## src/rtl/nid_pkg.sv

```systemverilog
package nid_pkg;
    localparam int INSN_W  = 8;
    localparam int NIB_W   = INSN_W / 2;
    localparam int PAIR_W  = NIB_W - 1;
    localparam int NUM_OPS = 46;
    localparam int OP_W    = $clog2(NUM_OPS);
    localparam int IO_BASE = 16;
    localparam int ACC_BASE = 32;
    localparam int ACC_LAST = 13;

    typedef enum logic [3:0] {
        FMT_REG       = 4'd0,
        FMT_PAIR_LO0  = 4'd1,
        FMT_PAIR_LO1  = 4'd2,
        FMT_IMM4      = 4'd3,
        FMT_NONE      = 4'd4,
        FMT_LONG_ADDR = 4'd5,
        FMT_COND_ADDR = 4'd6,
        FMT_REG_ADDR  = 4'd7,
        FMT_PAIR_DATA = 4'd8
    } fmt_e;

    typedef struct packed {
        fmt_e              fmt;
        logic              two_word;
        logic              illegal;
        logic [OP_W-1:0]   op_idx;
    } class_t;

    typedef struct packed {
        logic [NIB_W-1:0]  reg_idx;
        logic [PAIR_W-1:0] pair_idx;
        logic [NIB_W-1:0]  imm;
        logic [NIB_W-1:0]  cond;
        logic [NIB_W-1:0]  addr_hi;
    } fields_t;

    function automatic logic fmt_has_reg(fmt_e f);
        return (f == FMT_REG) || (f == FMT_REG_ADDR);
    endfunction

    function automatic logic fmt_has_pair(fmt_e f);
        return (f == FMT_PAIR_LO0) || (f == FMT_PAIR_LO1) || (f == FMT_PAIR_DATA);
    endfunction

    function automatic logic fmt_needs_second(fmt_e f);
        return (f == FMT_LONG_ADDR) || (f == FMT_COND_ADDR) ||
               (f == FMT_REG_ADDR)  || (f == FMT_PAIR_DATA);
    endfunction
endpackage

```

## src/rtl/nid_classify.sv

```systemverilog
module nid_classify
    import nid_pkg::*;
(
    input  logic [INSN_W-1:0] insn,
    output class_t            cls
);
    logic [NIB_W-1:0] upper;
    logic [NIB_W-1:0] lower;
    logic             b0;

    assign upper = insn[INSN_W-1:NIB_W];
    assign lower = insn[NIB_W-1:0];
    assign b0    = lower[0];

    always_comb begin
        cls.fmt      = FMT_NONE;
        cls.two_word = 1'b0;
        cls.illegal  = 1'b0;
        cls.op_idx   = '0;
        unique case (upper)
            4'h0: begin cls.fmt = FMT_NONE;      cls.op_idx = OP_W'(0); end
            4'h1: begin cls.fmt = FMT_COND_ADDR; cls.op_idx = OP_W'(1); cls.two_word = 1'b1; end
            4'h2: begin
                cls.fmt      = b0 ? FMT_PAIR_LO1 : FMT_PAIR_DATA;
                cls.op_idx   = OP_W'(2 + int'(b0));
                cls.two_word = ~b0;
            end
            4'h3: begin
                cls.fmt    = b0 ? FMT_PAIR_LO1 : FMT_PAIR_LO0;
                cls.op_idx = OP_W'(4 + int'(b0));
            end
            4'h4, 4'h5: begin
                cls.fmt      = FMT_LONG_ADDR;
                cls.op_idx   = OP_W'(int'(upper) + 2);
                cls.two_word = 1'b1;
            end
            4'h7: begin
                cls.fmt      = FMT_REG_ADDR;
                cls.op_idx   = OP_W'(9);
                cls.two_word = 1'b1;
            end
            4'h6, 4'h8, 4'h9, 4'hA, 4'hB: begin
                cls.fmt    = FMT_REG;
                cls.op_idx = OP_W'(int'(upper) + 2);
            end
            4'hC, 4'hD: begin
                cls.fmt    = FMT_IMM4;
                cls.op_idx = OP_W'(int'(upper) + 2);
            end
            4'hE: begin
                cls.fmt    = FMT_NONE;
                cls.op_idx = OP_W'(IO_BASE + int'(lower));
            end
            default: begin
                cls.fmt = FMT_NONE;
                if (int'(lower) <= ACC_LAST) begin
                    cls.op_idx = OP_W'(ACC_BASE + int'(lower));
                end else begin
                    cls.op_idx  = OP_W'(0);
                    cls.illegal = 1'b1;
                end
            end
        endcase
    end

    always_comb begin
        assert_two_word_row_R4: assert (cls.two_word == fmt_needs_second(cls.fmt));
    end
endmodule

```

## src/rtl/nid_fields.sv

```systemverilog
module nid_fields
    import nid_pkg::*;
(
    input  logic [NIB_W-1:0] lower,
    input  fmt_e             fmt,
    output fields_t          fld
);
    always_comb begin
        fld.reg_idx  = fmt_has_reg(fmt)          ? lower : '0;
        fld.pair_idx = fmt_has_pair(fmt)         ? lower[NIB_W-1:1] : '0;
        fld.imm      = (fmt == FMT_IMM4)         ? lower : '0;
        fld.cond     = (fmt == FMT_COND_ADDR)    ? lower : '0;
        fld.addr_hi  = (fmt == FMT_LONG_ADDR)    ? lower : '0;
    end
endmodule

```

## src/rtl/nid_strobe.sv

```systemverilog
module nid_strobe
    import nid_pkg::*;
(
    input  logic [OP_W-1:0]    op_idx,
    output logic [NUM_OPS-1:0] onehot
);
    for (genvar g = 0; g < NUM_OPS; g++) begin : g_strobe
        assign onehot[g] = (op_idx == OP_W'(g));
    end
endmodule

```

## src/rtl/nid_out_reg.sv

```systemverilog
module nid_out_reg #(
    parameter int W = 8
) (
    input  logic         clk,
    input  logic         rst,
    input  logic         in_valid,
    input  logic [W-1:0] d,
    output logic         q_valid,
    output logic [W-1:0] q
);
    always_ff @(posedge clk) begin
        if (rst) begin
            q_valid <= 1'b0;
            q       <= '0;
        end else begin
            q_valid <= in_valid;
            if (in_valid) begin
                q <= d;
            end
        end
    end
endmodule

```

## src/rtl/nibble_insn_decoder.sv

```systemverilog
module nibble_insn_decoder
    import nid_pkg::*;
(
    input  logic                clk,
    input  logic                rst,
    input  logic                in_valid,
    input  logic [INSN_W-1:0]   in_byte,
    output logic                out_valid,
    output logic [3:0]          out_fmt,
    output logic                out_two_word,
    output logic                out_illegal,
    output logic [NIB_W-1:0]    out_reg_idx,
    output logic [PAIR_W-1:0]   out_pair_idx,
    output logic [NIB_W-1:0]    out_imm,
    output logic [NIB_W-1:0]    out_cond,
    output logic [NIB_W-1:0]    out_addr_hi,
    output logic [NUM_OPS-1:0]  out_op_onehot
);
    localparam int CLS_W = $bits(class_t);
    localparam int FLD_W = $bits(fields_t);
    localparam int REG_W = CLS_W + FLD_W + NUM_OPS;

    class_t              cls_c;
    fields_t             fld_c;
    logic [NUM_OPS-1:0]  hot_c;
    logic [REG_W-1:0]    stage_d;
    logic [REG_W-1:0]    stage_q;
    class_t              cls_q;
    fields_t             fld_q;
    logic [OP_W-1:0]     op_q_unused;

    nid_classify u_classify (
        .insn (in_byte),
        .cls  (cls_c)
    );

    nid_fields u_fields (
        .lower (in_byte[NIB_W-1:0]),
        .fmt   (cls_c.fmt),
        .fld   (fld_c)
    );

    nid_strobe u_strobe (
        .op_idx (cls_c.op_idx),
        .onehot (hot_c)
    );

    assign stage_d = {cls_c, fld_c, hot_c};

    nid_out_reg #(.W(REG_W)) u_out_reg (
        .clk      (clk),
        .rst      (rst),
        .in_valid (in_valid),
        .d        (stage_d),
        .q_valid  (out_valid),
        .q        (stage_q)
    );

    assign {cls_q, fld_q, out_op_onehot} = stage_q;
    assign op_q_unused   = cls_q.op_idx;
    assign out_fmt       = cls_q.fmt;
    assign out_two_word  = cls_q.two_word;
    assign out_illegal   = cls_q.illegal;
    assign out_reg_idx   = fld_q.reg_idx;
    assign out_pair_idx  = fld_q.pair_idx;
    assign out_imm       = fld_q.imm;
    assign out_cond      = fld_q.cond;
    assign out_addr_hi   = fld_q.addr_hi;

    assert_reset_clears_R1: assert property (@(posedge clk)
        rst |=> (!out_valid && out_op_onehot == '0 && out_fmt == 4'd0));

    assert_valid_follows_R2: assert property (@(posedge clk) disable iff (rst)
        in_valid |=> out_valid);

    assert_valid_drops_R2: assert property (@(posedge clk) disable iff (rst)
        !in_valid |=> !out_valid);

    assert_hold_idle_R2: assert property (@(posedge clk) disable iff (rst)
        !in_valid |=> ($stable(out_op_onehot) && $stable(out_fmt) && $stable(out_reg_idx)));

    assert_single_strobe_R8: assert property (@(posedge clk) disable iff (rst)
        out_valid |-> $countones(out_op_onehot) == 1);

    assert_illegal_is_nop_R9: assert property (@(posedge clk) disable iff (rst)
        (out_valid && out_illegal) |-> (out_op_onehot[0] && !out_two_word &&
                                        out_fmt == 4'd4));

    assert_reg_field_excl_R5: assert property (@(posedge clk) disable iff (rst)
        (out_valid && out_reg_idx != '0) |-> (out_fmt == 4'd0 || out_fmt == 4'd7));

    assert_op_matches_strobe_R8: assert property (@(posedge clk) disable iff (rst)
        out_valid |-> out_op_onehot[op_q_unused]);
endmodule

```

## config.mk

```make
export PLATFORM = sky130hd
export DESIGN_NAME = nibble_insn_decoder
export DESIGN_NICKNAME = d
export VERILOG_FILES = /design/src/rtl/nid_pkg.sv /design/src/rtl/nid_classify.sv /design/src/rtl/nid_fields.sv /design/src/rtl/nid_strobe.sv /design/src/rtl/nid_out_reg.sv /design/src/rtl/nibble_insn_decoder.sv
export SDC_FILE = /design/constraint.sdc
export NUM_CORES = 1
export LEC_CHECK = 0
export BUFFER_PORTS_ARGS = -buffer_cell sky130_fd_sc_hd__buf_2
export CAP_MARGIN = 25
export CELL_PAD_IN_SITES_DETAIL_PLACEMENT = 2
export CELL_PAD_IN_SITES_GLOBAL_PLACEMENT = 2
export CORE_AREA = 2 2 103 105
export DETAILED_ROUTE_END_ITERATION = 7
export DIE_AREA = 0 0 105 107
export GPL_TIMING_DRIVEN = 0
export PLACE_DENSITY_LB_ADDON = 0.1
export SKIP_CTS_REPAIR_TIMING = 1
export SLEW_MARGIN = 20
export SYNTH_ARGS = -nofsm -noshare
export SYNTH_HDL_FRONTEND = slang
export SYNTH_SLANG_ARGS = --single-unit
```

## constraint.sdc

```tcl
create_clock -name clk -period 1.9 [get_ports clk]
set_input_delay 0.38 -clock clk [delete_from_list [all_inputs] [get_ports clk]]
set_output_delay 0.38 -clock clk [all_outputs]
set_load 0.01 [all_outputs]
```

==> results.yml <==
cells_and_area:
  syn2layout_area_growth_pct: 25.50
  antennaDiodeCount: 0
  layout_common_cells: "buf_2 (90), nand2_1 (72), dfxtp_1 (72)"
  fin_nets: 446
  drive_gt1_share_pct: 28.31
  final_cells: 574
  final_common_cell: "buf_2"
timing:
  drv_slew: 0
  slew_headroom_pct: 55.03
  fmax_mhz: 565.3
  skew_ps: 0
  setup_viol: 0
  finalCriticalPeriod_ps: 1769
  finalCritPeriodShare_pct: 93.11
  grt_setup_unrepaired: "no"
  hold_viol_final: 0
  worst_pin_slew_ps: 668.8
die:
  die_area_mm2: 0.01124
  initial_core_util_pct: 29.61
  io_pins: 83
  placementRows: 37
  die_w_um: 105
  die_h_um: 107
  core-area_mm2: 0.01009
detailed_routing:
  vias: 2833
  drc: 0
  drt-total-wl_um: 9738
  antenna_left: 0
  wire_per_inst_um: 16.97
  drtIter0Drc: 55
  vias_per_cell: 4.936
  drt_first_pass_iters: 4
clock_tree:
  cts_made_buffers: 9
  root_buffer: "clkbuf_8"
  clk_latency_ps: 350
  cts_tree: "yes"
  numClockSinks: 72
  htreeDepth: 3
  clockBufferDepth: 2
  clk_pin_slew_ps: 80
pwr:
  seq_power_share_pct: 49.0
  power.density_mw_per_mm2: 837.6
  power_frac_comb_pct: 11.5
  p_int_mw: 2.276
  p_leak_nw: 1.556
  clockPowerShare_pct: 39.5
  p_sw_mw: 0.8651
  p_sw_share_pct: 27.54
  ir_worst_vdd_uv: 374.9
  finalPower_mw: 3.141
synth:
  yosysWarningCount: 0
  synth-seq-cells: 72
  syn_area_mm2: 0.002988
  synthCells: 345
  synth_edf_count: 0
  synthArstFlopShare_pct: 0
  avgSynthCellArea_um2: 8.660
  synth_nets: 357
  synthFlopType: "dfxtp_1"
  synth_cell_types: 47
  synth-seq-area-share_pct: 48.24
setup_path:
  worst_setup_path_start_kind: "primary input"
  slowest_delay_ps: 270
  path_class: "in -> reg"
  crit_path_frequent_cell: "buf_2"
  crit_required_ps: 2160
  crit_buf_inv: 4
  worst-path-stages: 8
  slowest_stage: "o2bb2ai_1"
  timing.rr.start: "u_out_reg.q[74]$_SDFFE_PP0P_"
  r2r_end: "u_out_reg.q[74]$_SDFFE_PP0P_"
  r2r_cells: 3
  r2r_slack_ps: 1240
  crit_family: "buffers and inverters"
  end_kind: "flop"
  critPathMaxFanout: 10
  arrival_ps: 2030
  path_cells: "buf_2 > buf_4 > buf_2 > a21oi_1 > o2bb2ai_1 > buf_6 > nand4_1 > o31ai_1"
global_routing:
  overflow: 0
  grt_pass1_wl_um: 15520
  grt_pass1_vias: 2921
  antenna_found_initial: 0
  grt_usage_pct: 17.95
  grt_max_degree: 13
min_path:
  holdPathEnd: "u_out_reg.q_valid$_SDFF_PP0_"
  hp-class: "in -> reg"
  hold_path.startpoint: "rst"
  hold_depth: 2
placement:
  io_buffers: 78
  gp_congestion: 0.8271
  dp.cells: 559
  dpl.hpwl_um: 7303
job:
  max_cap_viol_count: 0
run_status:
  status: "complete, no violations"
[cell usage after synthesis, types with 5 or more instances]
cell       n  area (um^2)
clkbuf_1  10        37.54
dfxtp_1   72         1441
o21ai_1   11        55.05
a21oi_1   25        125.1
o31ai_1   25        187.7
nand3_1   22        110.1
o21ai_0    9        45.04
nor2_1    10        37.54
nand2_1   72        270.3
buf_2     12        60.06
nor2b_1    5        31.28
[registers in the layout, summed over array words and instances, names as in the netlist]
| register | cells |
|---|---|
| u_out_reg.q_valid | 1 |
| u_out_reg.q | 71 |
[kinds of logic (layout without fill, tap and decap cells)]
group                    after synthesis  in the layout  share of synthesized area (%)
XOR/XNOR                               1              1                         0.5445
AO/OA/AOI/OAI                         99             99                          22.91
adder cells (fa/ha/maj)                1              1                         0.4187
AND/OR/NAND/NOR                      137            137                          21.40
buffers and inverters                 34            127                          6.156
multiplexers                           1              1                         0.3350
flip-flops                            72             72                          48.24
[worst max path at each step]
stage                     from                           end  slack (ps)
global route        in_byte[5]   u_out_reg.q[9]$_SDFFE_PP0P_           6
finish              in_byte[5]  u_out_reg.q[11]$_SDFFE_PP0P_         130
global placement           rst  u_out_reg.q[44]$_SDFFE_PP0P_        -280
CTS                        rst   u_out_reg.q[5]$_SDFFE_PP0P_          70
detailed placement         rst   u_out_reg.q[5]$_SDFFE_PP0P_        -300
floorplan           in_byte[6]   u_out_reg.q[3]$_SDFFE_PP0P_         230
[final cells by class]
class	instances	area, um^2
sequential	72	1441
clock buffer	10	137.6
fill	1228	6342
clock inverter	5	56.30
buffer	31	172.7
tap	136	170.2
timing repair buffer	78	390.4
inverter	3	11.26
multi-input combinational	239	1370
[worst register-to-register path, cell delays in order (launching register included)]
cell and delay (ps):
dfxtp_1 310, nor2_1 80, nor2_1 40, o31a_1 120
[per-stage QoR]
step	setup TNS [ps]	cell area, um^2	hold slack [ps]	worst slack (ps)	util [%]
2_1_floorplan	0	2988	459.8	229.7	-
6_report	0	3750	256.7	130.9	37.16
4_1_cts	0	3742	249.9	73.43	37.08
3_5_place_dp	-9883	3548	439.7	-302.7	35.16
5_1_grt	0	3750	274.4	5.982	37.16
3_3_place_gp	-9761	3548	432.5	-284.5	35.16
[metal layers]
metal	wire (um)	up-vias	GRT usage (%)
met3	387	6	3.951
met5	0	-	0
met4	117	0	6.286
met1	4438	1373	21.97
met2	4795	57	31.08
li1	-	1397	-
[power by group through the flow]
stage	clock, mW	sequential (mW)	combinational, mW
after floorplan	0	1.59	0.229
after global placement	0	1.58	0.360
after detailed placement	0	1.58	0.365
after CTS	1.28	1.54	0.367
after global routing	1.35	1.54	0.402
final	1.24	1.54	0.361
No activity file was read; power rests on OpenSTA's default activity.
